===== config.mk =====
export PLATFORM = sky130hd
export DESIGN_NAME = arinc_label_rx_buffer
export DESIGN_NICKNAME = d
export VERILOG_FILES = /design/src/rtl/a429_rx_pkg.sv /design/src/rtl/a429_label_table.sv /design/src/rtl/a429_word_fifo.sv /design/src/rtl/a429_host_view.sv /design/src/rtl/arinc_label_rx_buffer.sv
export SDC_FILE = /design/constraint.sdc
export NUM_CORES = 1
export LEC_CHECK = 0
export BUFFER_PORTS_ARGS = -buffer_cell sky130_fd_sc_hd__buf_2
export CAP_MARGIN = 20
export CORE_MARGIN = 4
export CORE_UTILIZATION = 59
export CTS_CLUSTER_DIAMETER = 30
export DETAILED_ROUTE_END_ITERATION = 7
export PLACE_DENSITY = 0.73
export SLEW_MARGIN = 5
export SYNTH_ARGS = -nofsm -noshare
export SYNTH_HDL_FRONTEND = slang
export SYNTH_SLANG_ARGS = --single-unit

===== constraint.sdc =====
create_clock -name clk -period 11.6 [get_ports clk]
set_input_delay 1.74 -clock clk [delete_from_list [all_inputs] [get_ports clk]]
set_output_delay 1.74 -clock clk [all_outputs]
set_load 0.005 [all_outputs]

===== src/rtl/a429_rx_pkg.sv =====
package a429_rx_pkg;

    localparam int unsigned WORD_W  = 32;
    localparam int unsigned HALF_W  = WORD_W / 2;
    localparam int unsigned LABEL_W = 8;

    typedef logic [WORD_W-1:0]  word_t;
    typedef logic [HALF_W-1:0]  half_t;
    typedef logic [LABEL_W-1:0] label_t;

    typedef enum logic {
        HALF_LO = 1'b0,
        HALF_HI = 1'b1
    } half_sel_e;

    typedef enum logic {
        MAP_STRAIGHT = 1'b0,
        MAP_REORDER  = 1'b1
    } map_mode_e;

    typedef struct packed {
        logic   valid;
        label_t code;
    } label_entry_t;

    typedef struct packed {
        logic ready;
        logic half;
        logic full;
    } rx_status_t;

    // Label occupies the lowest bits of the word.
    function automatic label_t label_of(input word_t w);
        return w[LABEL_W-1:0];
    endfunction

    function automatic label_t reverse_label(input label_t l);
        label_t r;
        for (int i = 0; i < int'(LABEL_W); i++) begin
            r[i] = l[LABEL_W-1-i];
        end
        return r;
    endfunction

    // Bus image of a stored word under the selected mapping.
    function automatic word_t bus_image(input word_t w, input map_mode_e m);
        word_t img;
        img = w;
        if (m == MAP_REORDER) begin
            img[LABEL_W-1:0] = reverse_label(label_of(w));
        end
        return img;
    endfunction

    function automatic half_t pick_half(input word_t w, input half_sel_e s);
        return (s == HALF_HI) ? w[WORD_W-1:HALF_W] : w[HALF_W-1:0];
    endfunction

endpackage


===== src/rtl/a429_label_table.sv =====
module a429_label_table
    import a429_rx_pkg::*;
#(
    parameter int unsigned LBL_COUNT = 16
) (
    input  logic   clk,
    input  logic   rst,
    input  logic   load_mode,
    input  logic   wr_en,
    input  label_t wr_label,
    input  label_t probe,
    output logic   hit
);

    localparam int unsigned PTR_W = (LBL_COUNT > 1) ? $clog2(LBL_COUNT) : 1;
    localparam logic [PTR_W-1:0] LAST_SLOT = PTR_W'(LBL_COUNT - 1);

    label_entry_t           table_q [LBL_COUNT];
    logic [PTR_W-1:0]       ptr_q;
    logic [PTR_W-1:0]       slot;
    logic                   mode_q;
    logic                   load_start;
    logic                   do_wr;
    logic [LBL_COUNT-1:0]   hit_vec;

    assign load_start = load_mode && !mode_q;
    assign slot       = load_start ? '0 : ptr_q;
    assign do_wr      = load_mode && wr_en;

    always_ff @(posedge clk) begin
        if (rst) begin
            mode_q <= 1'b0;
            ptr_q  <= '0;
            for (int i = 0; i < int'(LBL_COUNT); i++) begin
                table_q[i] <= '0;
            end
        end else begin
            mode_q <= load_mode;
            if (do_wr) begin
                table_q[slot] <= '{valid: 1'b1, code: wr_label};
                ptr_q         <= (slot == LAST_SLOT) ? '0 : slot + 1'b1;
            end else if (load_start) begin
                ptr_q <= '0;
            end
        end
    end

    for (genvar g = 0; g < int'(LBL_COUNT); g++) begin : g_cmp
        assign hit_vec[g] = table_q[g].valid && (table_q[g].code == probe);
    end

    assign hit = |hit_vec;

endmodule


===== src/rtl/a429_word_fifo.sv =====
module a429_word_fifo
    import a429_rx_pkg::*;
#(
    parameter int unsigned DEPTH = 32
) (
    input  logic                           clk,
    input  logic                           rst,
    input  logic                           push_req,
    input  word_t                          push_word,
    input  logic                           pop_req,
    output word_t                          head,
    output logic [$clog2(DEPTH+1)-1:0]     count
);

    localparam int unsigned AW = (DEPTH > 1) ? $clog2(DEPTH) : 1;
    localparam int unsigned CW = $clog2(DEPTH + 1);
    localparam logic [AW-1:0] LAST_ADDR = AW'(DEPTH - 1);
    localparam logic [CW-1:0] FULL_CNT  = CW'(DEPTH);

    word_t          mem_q [DEPTH];
    logic [AW-1:0]  wr_ptr_q;
    logic [AW-1:0]  rd_ptr_q;
    logic [CW-1:0]  cnt_q;
    logic           push_ok;
    logic           pop_ok;

    function automatic logic [AW-1:0] next_addr(input logic [AW-1:0] a);
        return (a == LAST_ADDR) ? '0 : a + 1'b1;
    endfunction

    // A push is judged against the occupancy at the start of the cycle.
    assign push_ok = push_req && (cnt_q != FULL_CNT);
    assign pop_ok  = pop_req  && (cnt_q != '0);

    always_ff @(posedge clk) begin
        if (push_ok) begin
            mem_q[wr_ptr_q] <= push_word;
        end
    end

    always_ff @(posedge clk) begin
        if (rst) begin
            wr_ptr_q <= '0;
            rd_ptr_q <= '0;
            cnt_q    <= '0;
        end else begin
            if (push_ok) begin
                wr_ptr_q <= next_addr(wr_ptr_q);
            end
            if (pop_ok) begin
                rd_ptr_q <= next_addr(rd_ptr_q);
            end
            case ({push_ok, pop_ok})
                2'b10:   cnt_q <= cnt_q + 1'b1;
                2'b01:   cnt_q <= cnt_q - 1'b1;
                default: cnt_q <= cnt_q;
            endcase
        end
    end

    assign head  = mem_q[rd_ptr_q];
    assign count = cnt_q;

endmodule


===== src/rtl/a429_host_view.sv =====
module a429_host_view
    import a429_rx_pkg::*;
#(
    parameter int unsigned DEPTH = 32
) (
    input  word_t                          head,
    input  logic [$clog2(DEPTH+1)-1:0]     count,
    input  map_mode_e                      map_mode,
    input  half_sel_e                      half_sel,
    output half_t                          bus_out,
    output rx_status_t                     status
);

    localparam int unsigned CW = $clog2(DEPTH + 1);
    localparam logic [CW-1:0] HALF_CNT = CW'(DEPTH / 2);
    localparam logic [CW-1:0] FULL_CNT = CW'(DEPTH);

    word_t image;

    always_comb begin
        image   = bus_image(head, map_mode);
        bus_out = pick_half(image, half_sel);
    end

    always_comb begin
        status.ready = (count != '0);
        status.half  = (count >= HALF_CNT);
        status.full  = (count == FULL_CNT);
    end

endmodule


===== src/rtl/arinc_label_rx_buffer.sv =====
module arinc_label_rx_buffer
    import a429_rx_pkg::*;
#(
    parameter int unsigned LBL_COUNT  = 16,
    parameter int unsigned FIFO_DEPTH = 32
) (
    input  logic        clk,
    input  logic        rst,
    input  logic [31:0] rx_word,
    input  logic        rx_valid,
    input  logic        recog_en,
    input  logic        remap_en,
    input  logic        lbl_load,
    input  logic        lbl_wr,
    input  logic [7:0]  lbl_data,
    input  logic        rd_half,
    input  logic        rd_strobe,
    output logic [15:0] rd_data,
    output logic        data_ready,
    output logic        half_full,
    output logic        full
);

    localparam int unsigned CW = $clog2(FIFO_DEPTH + 1);

    logic            lbl_hit;
    logic            push_req;
    logic            pop_req;
    word_t           head_word;
    logic [CW-1:0]   fifo_count;
    rx_status_t      stat;
    half_t           bus_half;
    map_mode_e       map_mode;
    half_sel_e       half_sel;

    assign map_mode = remap_en ? MAP_REORDER : MAP_STRAIGHT;
    assign half_sel = rd_half  ? HALF_HI     : HALF_LO;

    a429_label_table #(
        .LBL_COUNT (LBL_COUNT)
    ) u_labels (
        .clk       (clk),
        .rst       (rst),
        .load_mode (lbl_load),
        .wr_en     (lbl_wr),
        .wr_label  (lbl_data),
        .probe     (label_of(rx_word)),
        .hit       (lbl_hit)
    );

    assign push_req = rx_valid && (!recog_en || lbl_hit);
    assign pop_req  = rd_strobe && (half_sel == HALF_HI);

    a429_word_fifo #(
        .DEPTH (FIFO_DEPTH)
    ) u_fifo (
        .clk       (clk),
        .rst       (rst),
        .push_req  (push_req),
        .push_word (rx_word),
        .pop_req   (pop_req),
        .head      (head_word),
        .count     (fifo_count)
    );

    a429_host_view #(
        .DEPTH (FIFO_DEPTH)
    ) u_view (
        .head     (head_word),
        .count    (fifo_count),
        .map_mode (map_mode),
        .half_sel (half_sel),
        .bus_out  (bus_half),
        .status   (stat)
    );

    assign rd_data    = bus_half;
    assign data_ready = stat.ready;
    assign half_full  = stat.half;
    assign full       = stat.full;

endmodule


# After elaboration in Yosys (flattened, before gate mapping)
# Memory sizes are Yosys's and may differ from the RTL's. A register that Yosys moved wholly into a read port is not among the register bits.
# Index checks and enable logic that the tools add are counted.
totals:
  in_bits: 49
  mem_count: 2
  ff_bits: 21
  mem_bits_rw: 1168
mem_list:
  columns: ["name", "depth", "width", "read_ports", "rd_ports_with_merged_regs", "write_ports", "line", "text"]
  rows:
  - ["u_fifo.mem_q", 32, 32, 1, 1, 1, "a429_word_fifo.sv:20", "word_t mem_q [DEPTH];"]
  - ["u_labels.table_q", 16, 9, 16, 0, 16, "a429_label_table.sv:18", "label_entry_t table_q [LBL_COUNT];"]
op_classes:
  n_addsub: 5
  n_lt_le_gt_ge: 1
  reduce_logical: 29
  muxes: 22
  n_eq_ne: 23
ops:
  columns: ["operator", "n"]
  rows:
  - ["8-bit == test", 16]
  - ["1-bit logical AND", 22]
  - ["5-bit 2-to-1 mux", 4]
  - ["16-bit 2-to-1 mux", 1]
  - ["4-bit 2-to-1 mux", 4]
  - ["16-bit OR reduction", 1]
  - ["6-bit one-hot mux with 2 select lines", 1]
  - ["5-bit by 1-bit adder with 5-bit output, second input constant", 2]
  - ["5-bit == test, second input constant", 2]
  - ["1-bit 2-to-1 mux", 10]
  - ["9-bit 2-to-1 mux", 1]
  - ["9-bit OR reduction", 1]
  - ["8-bit 2-to-1 mux", 1]
  - ["6-bit by 1-bit adder with 6-bit output, second input constant", 1]
  - ["6-bit == test, second input constant", 1]
  - ["6-bit by 5-bit greater-or-equal comparator with 1-bit output, second input constant", 1]
  - ["6-bit inequality test, second input constant", 1]
  - ["6-bit nonzero test", 1]
  - ["6-bit by 1-bit subtractor with 6-bit output, second input constant", 1]
  - ["4-bit by 1-bit adder with 4-bit output, second input constant", 1]
  - ["4-bit == test, second input constant", 1]
  - ["2-bit by 1-bit == test with 1-bit output, second input constant", 1]
  - ["2-bit == test, second input constant", 1]
  - ["1-bit logical NOT", 2]
  - ["other kinds (2)", 2]

# Longest topological paths before layout
# Gate-level depths: netlist of run 1.
logic_depth:
  word_depth: 8
  mapped_depth: 20

# By module
# A second synthesis of run 1 with hierarchy kept.
hier_totals:
  cells_unflattened: 2666
  area_unflattened_um2: 48054.8
modules_own_cells:
  columns: ["module", "area_each_um2", "seq_area_each_um2", "cells_per_inst", "instances"]
  rows:
  - ["a429_word_fifo", 40397.5, 31169.9, 2052, 1]
  - ["a429_label_table", 7354.6, 4264.1, 571, 1]
  - ["a429_host_view", 285.3, 0.0, 40, 1]
  - ["arinc_label_rx_buffer", 17.5, 0.0, 3, 1]

# Least setup slack after synthesis of run 1
# OpenSTA, ideal clock, no wires.
synth_timing:
  path_type: "input port to flip-flop"
  startpoint: "input rx_word[1]"
  endpoint: "register u_fifo.cnt_q[4], in the netlist u_fifo.count[4]"
  cell_stages: 19
  required_ns: 11.472
  setup_slack_ns: 6.226
  arrival_time_ns: 5.246
  cell_sequence: "clkbuf_1 buf_2 xor2_1 nor4_1 nand4_1 and3_1 and3_1 a21oi_1 buf_2 inv_2 ha_1 buf_1 xor2_1 ha_1 a21oi_1 a32oi_1 a21oi_1 xnor2_1 nor2_1"
synth_via:
  elab_chain_cells: 8
  word_cells_on_any_way: 40
  cone_classes: "eq/ne: 18; mux: 1; reduce/logical: 21"
synth_rtl:
  columns: ["item", "line", "text"]
  rows:
  - ["from (decl)", "arinc_label_rx_buffer.sv:9", "input logic [31:0] rx_word,"]
  - ["8-bit == test", "a429_label_table.sv:49", "assign hit_vec[g] = table_q[g].valid && (table_q[g].code == probe);"]
  - ["1-bit logical AND", "a429_label_table.sv:49", null]
  - ["16-bit OR reduction (*)", "a429_label_table.sv:52", "assign hit = |hit_vec;"]
  - ["1-bit logical OR (*)", "arinc_label_rx_buffer.sv:51", "assign push_req = rx_valid && (!recog_en || lbl_hit);"]
  - ["1-bit logical AND (*)", "arinc_label_rx_buffer.sv:51", null]
  - ["1-bit logical AND (*)", "a429_word_fifo.sv:32", "assign push_ok = push_req && (cnt_q != FULL_CNT);"]
  - ["2-bit by 1-bit == test with 1-bit output / 2-bit == test (equally long branches)", "a429_word_fifo.sv:53", "case ({push_ok, pop_ok})"]
  - ["6-bit one-hot mux with 2 select lines / 2-bit nonzero test (equally long branches)", null, null]
  - ["to (signal assigned)", "a429_word_fifo.sv:54", "2'b10: cnt_q <= cnt_q + 1'b1;"]
  - ["to (signal assigned)", "a429_word_fifo.sv:55", "2'b01: cnt_q <= cnt_q - 1'b1;"]
  - ["to (signal assigned)", "a429_word_fifo.sv:56", "default: cnt_q <= cnt_q;"]
  - ["to (decl)", "a429_word_fifo.sv:23", "logic [CW-1:0] cnt_q;"]
# Mark *: on every way between the ends. The rest lies on a longest branch, timed or not.
# A chain may end at the register's enable or synchronous reset.

==> flow_summary.toml, run 1 <==
[outcome]
run_status = "finished clean"

[logic_synthesis]
ys_warn_count = 0
syn_area_um2 = 47400
syn_avg_cell_area_um2 = 21.4
synth_cell_types = 46
synthTopCellsByArea = "edfxtp_1, mux4_2, xor2_1"
synth_seq_area_share = 0.748
synth_area_leader_cell = "edfxtp_1"
syn_nets = 2277
synth_top_area_frac = 0.730
synth_ff_type = "edfxtp_1"
synth_edf_count = 1152
synthArstFlopShare = 0
ys_seq_elements = 1194
syn_inst = 2214

[clocking]
cts_setup_buffers = 0
postCtsHoldBufs = 0
cts_resized = 0
clk_pin_slew_ns = 0.05
clock_sinks = 1194
clk_latency_ns = 0.77
cts_max_level = 4
cts_tree = "done"
cts_buffer_depth = 3
cts_root_buf = "clkbuf_16"
numCtsBuffers = 189

[die]
num_rows = 103
die_h_um = 291
core_area_um2 = 79300
io_pins = 68
fp.dieW_um = 291
die_area_um2 = 84900
start_util = 0.598

[global_routing]
antenna_found_initial = 0
overflow = 0
grt_max_degree = 91
grt_pass1_vias = 25368
grt.total_usage = 0.283
grt_pass1_wl_um = 174000

[route]
dr.pass1.iters = 5
vias = 24215
wl_um = 118000
avgViaCountPerCell = 6.70
drt-initial-drc-count = 3139
ant_nets = 0
routedWlPerCell_um = 32.6
drc = 0

[placement]
globalplace.congestion = 0.816
dp_hpwl_um = 55000
dp_cells = 3258
portBuffers = 67

[sta]
hold_viol_final = 0
relSlewSlack = 0.199
fin_crit_sh = 0.601
post-route-min-period_ns = 6.98
worst_pin_slew_ns = 1.20
rsz0062_at_grt = "no"
fin_tns_setup_ns = 0
whs_ns = 0.452
clock_skew_ns = 0.0385
final-setup-viol-count = 0
slew_viol_final = 0
fmax_ghz = 0.143

[critical_path]
worstPathRequired_ns = 9.86
crit_fanout = 44
critPathKind = "flip-flop to primary output"
start_kind = "flip-flop"
r2r_slack_ns = 7.69
setup.worst_path.end_class = "primary output"
cp.arrival_ns = 5.24

[power]
power_leakage_nw = 18.2
ir_drop_uv = 154
p_per_area_nw_per_um2 = 199

[layout]
layout_commonest_cell = "edfxtp_1"
final_cell_mix = "edfxtp_1, mux4_2, clkbuf_16, and2_1, xor2_1"
area_delta_synth_final_pct = 17.7
drive_gt1_frac = 0.319
diodes = 0
stdcell_count = 3616
final_nets = 2466

[hold_path]
hp-class = "flip-flop to flip-flop"

[job]
maxCapViolCount = 0
## flip-flops by register name, summed over array words and instances (netlist names), named ones only
signal and cells:
u_fifo.count 6, u_labels.mode_q 1, u_labels.table_q 144, u_fifo.mem_q 1024
u_fifo.rd_ptr_q 5, u_fifo.wr_ptr_q 5, u_labels.ptr_q 4
## cell type report
cell class | count | area [um2]
clock buffers | 210 | 4820
multi-input cells | 891 | 11400
fillers | 4479 | 23500
repair buffers | 118 | 851
flip-flops and latches | 1194 | 35500
inverters | 9 | 33.8
clock inverters | 144 | 1890
well taps | 1050 | 1310
## cells by family after synthesis
group                      after synthesis  share of synthesized area
DFF                                   1194                      0.748
xor gates and xnor gates               138                     0.0255
AOI/OAI and AO/OA                       63                    0.00813
muxes                                  356                      0.164
buffers and inverters                  129                     0.0119
adders and majority gates               14                    0.00370
and+or+nand+nor                        320                     0.0386
## per-layer routing
layer  vias up  part of all wire  wire (um)  GRT usage
li1       9551                 -          -          -
met1     12868              0.36      43000      0.379
met2      1546              0.51      60800      0.475
met3       250             0.091      10800     0.0594
met4         0             0.030       3500     0.0905
met5         -                 0          0          0
## critical path: stages (launching register included)
cell,delay (ns)
dfxtp_4,0.95
buf_4,0.86
buf_4,0.75
mux4_2,0.60
mux4_2,0.52
mux4_2,0.52
buf_2,0.15
## cells in the mapped netlist, drive strengths merged, types with 4 or more instances
cell type and count:
edfxtp 1152, mux4 336, and2 128, xor2 116, clkbuf 66, buf 54, dfxtp 42, and3 37
nor2 36, nand2 25, o21ai 23, xnor2 22, nor3 19, nor4 18, a21o 17, mux2 17
nand4 17, nand3 15, ha 14, a21oi 13, inv 9, nand2b 5, nor3b 5, nor2b 4
## through the flow
step,power [mW],setup slack [ns],utilization,instance area (um2)
after detailed placement,5.35,5.13,0.618,49000
after global routing,11.4,4.18,0.704,55800
after global placement,5.33,5.35,0.617,48900
after floorplan,5.19,6.23,-,47400
after CTS,11.2,4.45,0.703,55700
final,11.1,4.62,0.704,55800
## where the power goes
| group | total, mW | switching (mW) | internal, mW |
|---|---|---|---|
| combinational | 0.482 | 0.262 | 0.220 |
| sequential | 4.79 | 0.0287 | 4.76 |
| clock | 5.86 | 2.15 | 3.70 |
## worst paths after layout
path	from	to	cells after the start
hold reg to reg	u_labels.table_q[9][8]	u_labels.table_q[9][8]	1
setup / recovery	flip-flop	rd_data[11]	6
setup reg to reg	u_labels.table_q[1][1]	u_fifo.count[4]	16
hold / removal	u_labels.table_q[9][8]	u_labels.table_q[9][8]	1
Power figures use the tool's default switching activity.
==> run 2, diff against run 1 <==
Settings changed: CORE_UTILIZATION 59 to 57, PLACE_DENSITY 0.73 to 0.74.
Clock period 11.6 ns to 6.2 ns, I/O delays scaled along.
==> run 2 against run 1 <==
Non-clock buffer count increased by 15. Worst setup slack worse by 3.7 ns. Cell area is 0.69% higher. Via count rose by 0.87%. Sequential share of layout area is 0.44 points lower. Critical path depth is the same. Combinational power up 92%. Sequential power rose by 87%. Utilization down 2.1 points. Total power rose by 89%. Sequential cell count unchanged. Clock power is 89% higher. Largest power group unchanged.
==> flow_summary.toml, run 2 (same netlist as run 1, synthesis figures left out) <==
[layout]
drive_gt1_frac = 0.326
layout_commonest_cell = "edfxtp_1"
final_cell_mix = "edfxtp_1, mux4_2, clkbuf_16, and2_1, xor2_1"
final_util = 0.683
area_delta_synth_final_pct = 18.6
fin_area_um2 = 56200
stdcell_count = 3667
largest_register_ff_count = 1024
nFillCells = 4797
final_nets = 2489
largest_register = "u_fifo.mem_q"

[clocking]
numCtsBuffers = 197
clk_latency_ns = 0.76
cts_root_buf = "clkbuf_16"
cts_setup_buffers = 0
cts_resized = 0
cts_tree = "done"
clk_pin_slew_ns = 0.04
cts_buffer_depth = 3
cts_max_level = 4
postCtsHoldBufs = 0
clock_sinks = 1194

[sta]
hold_viol_final = 0
relSlewSlack = 0.268
fmax_ghz = 0.189
whs_ns = 0.462
post-route-min-period_ns = 5.29
clock_skew_ns = 0.0433
fin_tns_setup_ns = 0
slew_viol_final = 0
rsz0062_at_grt = "no"
fin_crit_sh = 0.854
setup_slack_ns = 0.907
worst_pin_slew_ns = 1.10
final-setup-viol-count = 0

[route]
routedWlPerCell_um = 33.4
ant_nets = 0
met2_length_um = 61600
top_layer = "met4"
routedLengthMet1_um = 45100
dr.pass1.iters = 5
drc = 0
wl_met3_um = 11800
drt-initial-drc-count = 3590
wl_um = 123000
avgViaCountPerCell = 6.66
vias = 24426

[hold_path]
hp-class = "flip-flop to flip-flop"
min_path_cells = 1
hold_start = "u_labels.table_q[15][8]"

[placement]
dp_hpwl_um = 59000
dp_cells = 3297
dp_slack_ns = 1.24
globalplace.congestion = 0.796
portBuffers = 67
postPlaceCellArea_um2 = 49300

[job]
maxCapViolCount = 0

[die]
fp.dieW_um = 296
core_area_um2 = 82200
die_h_um = 296
start_util = 0.576
die_area_um2 = 87800
io_pins = 68
num_rows = 105

[power]
ir_drop_uv = 326
power_mw = 21.0
power_leakage_nw = 18.4
p_per_area_nw_per_um2 = 374

[critical_path]
rr_worst_depth = 15
crit_fanout = 33
critPathKind = "flip-flop to primary output"
setup.worst_path.end_class = "primary output"
cp.arrival_ns = 4.36
start_kind = "flip-flop"
r2r_slack_ns = 2.33
worstPathRequired_ns = 5.27
rr_startpoint = "u_labels.table_q[14][4]"

[global_routing]
overflow = 0
grt_pass1_vias = 25531
grt_pass1_wl_um = 179000
grt_max_degree = 85
antenna_found_initial = 3
grt.total_usage = 0.287

[outcome]
run_status = "finished clean"
[run 2: layout make-up]
class	count	area, um2	area share
antenna	4	10.0	0.000178
clock buffer	222	5120	0.0911
clock inverter	144	1770	0.0314
inverter	9	33.8	0.000601
multi-input combinational	891	11400	0.203
sequential	1194	35500	0.631
tap	1070	1340	0.0238
timing repair buffer	133	1030	0.0184
[run 2: final timing paths]
check	to
max	rd_data[7]
min	u_labels.table_q[15][8]
max reg2reg	u_fifo.count[4]
min reg2reg	u_labels.table_q[15][8]
[run 2: power breakdown]
group	total [mW]	internal, mW	switching, mW
sequential	8.96	8.91	0.0495
combinational	0.925	0.417	0.508
clock	11.1	7.04	4.07
[run 2: metal layers]
layer,vias to the layer above,global-route usage
met5,-,0
li1,9617,-
met4,0,0.100
met1,12902,0.388
met2,1638,0.469
met3,269,0.0663
[run 2: critical path, stage by stage (launching register included)]
cell and delay [ns]:
dfxtp_4 0.82, buf_4 0.54, mux4_2 0.62, mux4_2 0.55
mux4_2 0.59, mux2_2 0.31, buf_2 0.13
==> run 3, diff against run 2 <==
Settings changed: CORE_UTILIZATION 57 to 40, PLACE_DENSITY 0.74 to 0.55.
==> run 3 against run 2 <==
Non-clock buffer count down 12. Combinational power is 3.9% higher. Register-to-register slack improved by 0.32 ns. Count of clock-buffer cells in the layout grew 36. Clock power rose by 13%. Sequential power barely moved. Clock skew down 0.0015 ns.
==> flow_summary.toml, run 3 (same netlist as run 1, synthesis figures left out) <==
[route]
drc = 0
drt-initial-drc-count = 2228
dr.pass1.iters = 5
wl_um = 115000
vias = 22992
avgViaCountPerCell = 5.49
ant_nets = 0
routedWlPerCell_um = 27.6

[layout]
final_cell_mix = "edfxtp_1, mux4_2, clkbuf_16, and2_1, xor2_1"
regArea_um2 = 35500
stdcell_count = 4189
multi_input_area_um2 = 11400
final_util = 0.490
area_delta_synth_final_pct = 21.9
diodes = 0
layout_commonest_cell = "edfxtp_1"
drive_gt1_frac = 0.338
largest_register = "u_fifo.mem_q"
final_nets = 2511
fin_area_um2 = 57700
nFillCells = 9340
largest_register_ff_count = 1024

[die]
io_pins = 68
core_area_um2 = 118000
start_util = 0.402
die_area_um2 = 124000
num_rows = 126
fp.dieW_um = 352
die_h_um = 352

[power]
power_leakage_nw = 18.9
clockPowerShare = 0.558
p_per_area_nw_per_um2 = 389
seq_power_share = 0.399
ir_drop_uv = 284
intPower_mw = 17.6
p_switching_mw = 4.83
swShare = 0.215
comb_power_share = 0.043
power_mw = 22.4

[sta]
clock_skew_ns = 0.0418
whs_ns = 0.441
hold_viol_final = 0
setup_slack_ns = 1.03
relSlewSlack = 0.247
worst_pin_slew_ns = 1.13
post-route-min-period_ns = 5.17
fin_tns_setup_ns = 0
slew_viol_final = 0
rsz0062_at_grt = "no"
fmax_ghz = 0.194
final-setup-viol-count = 0
fin_crit_sh = 0.833

[critical_path]
crit_chain = "buf_4 > mux4_2 > mux4_2 > mux4_2 > mux2_2 > buf_2"
worstPathRequired_ns = 5.27
path_buf_inv = 2
cp.arrival_ns = 4.24
cp_common_cell = "mux4_2"
crit_fanout = 31
rr_worst_depth = 9
crit_family = "multiplexers"
setup.worst_path.end_class = "primary output"
slowest_delay_ns = 0.71
crit_cells = 6
start_kind = "flip-flop"
cpMaxStageDelayCell = "dfxtp_4"
critPathKind = "flip-flop to primary output"

[clocking]
cts_max_level = 4
postCtsHoldBufs = 0
cts_setup_buffers = 0
clock_sinks = 1194
cts_resized = 0
numCtsBuffers = 231
cts_buffer_depth = 3
clk_latency_ns = 0.80
clk_pin_slew_ns = 0.05
cts_tree = "done"
cts_root_buf = "clkbuf_16"

[global_routing]
grt_max_degree = 84
overflow = 0
grt_pass1_wl_um = 169000
grt_pass1_vias = 24514
antenna_found_initial = 1
grt.total_usage = 0.186

[placement]
dp_hpwl_um = 66100
dp_slack_ns = 1.32
postPlaceCellArea_um2 = 49700
dp_cells = 3751
globalplace.congestion = 0.757
portBuffers = 67

[hold_path]
min_path_cells = 3
hp-class = "input port to flip-flop"

[job]
maxCapViolCount = 0

[outcome]
run_status = "finished clean"
==> run 3: cell count changes in the layout (fill, tap and decap cells not counted), sizes merged <==
cell / before / now
buf: 133 / 121
clkinvlp: 20 / 29
clkinv: 71 / 95
inv: 38 / 33
clkbuf: 222 / 258
bufinv: 24 / 32
diode: 4 / 0
==> run 3: metal layers <==
metal,global-route usage,vias up,wire [um]
li1,-,9712,-
met1,0.252,12327,48300
met2,0.309,769,58000
met3,0.0369,184,6780
met4,0.0534,0,2390
met5,0,-,0
==> run 3: worst min-delay path: cells and delay by family <==
kind | cells | cell delay [ns]
AOI/OAI and AO/OA | 1 | 0.06
buffers and inverters | 1 | 0.13
and+or+nand+nor | 1 | 0.07
==> run 3: power groups by stage <==
stage | combinational [mW] | sequential [mW] | clock, mW
global route | 1.03 | 8.96 | 13.1
floorplan | 0.620 | 9.09 | 0
detailed placement | 0.981 | 9.11 | 0
global placement | 0.968 | 9.11 | 0
finish | 0.961 | 8.96 | 12.5
CTS | 0.984 | 8.96 | 12.7
==> run 3: final timing paths <==
| path | slack [ns] | to | startpoint |
|---|---|---|---|
| max reg2reg | 2.65 | u_fifo.mem_q[0][31] | u_labels.table_q[1][1] |
| min reg2reg | 0.45 | u_labels.table_q[6][8] | u_labels.table_q[6][8] |
| min | 0.44 | u_labels.ptr_q[1] | lbl_load |
| max | 1.03 | rd_data[4] | flip-flop |
==> run 3: layout make-up <==
| class | count | share of cell area |
|---|---|---|
| Sequential cell | 1194 | 0.614 |
| Multi-Input combinational cell | 891 | 0.198 |
| Clock buffer | 258 | 0.103 |
| Clock inverter | 180 | 0.0361 |
| Tap cell | 1536 | 0.0333 |
| Timing Repair Buffer | 121 | 0.0152 |
| Inverter | 9 | 0.000585 |
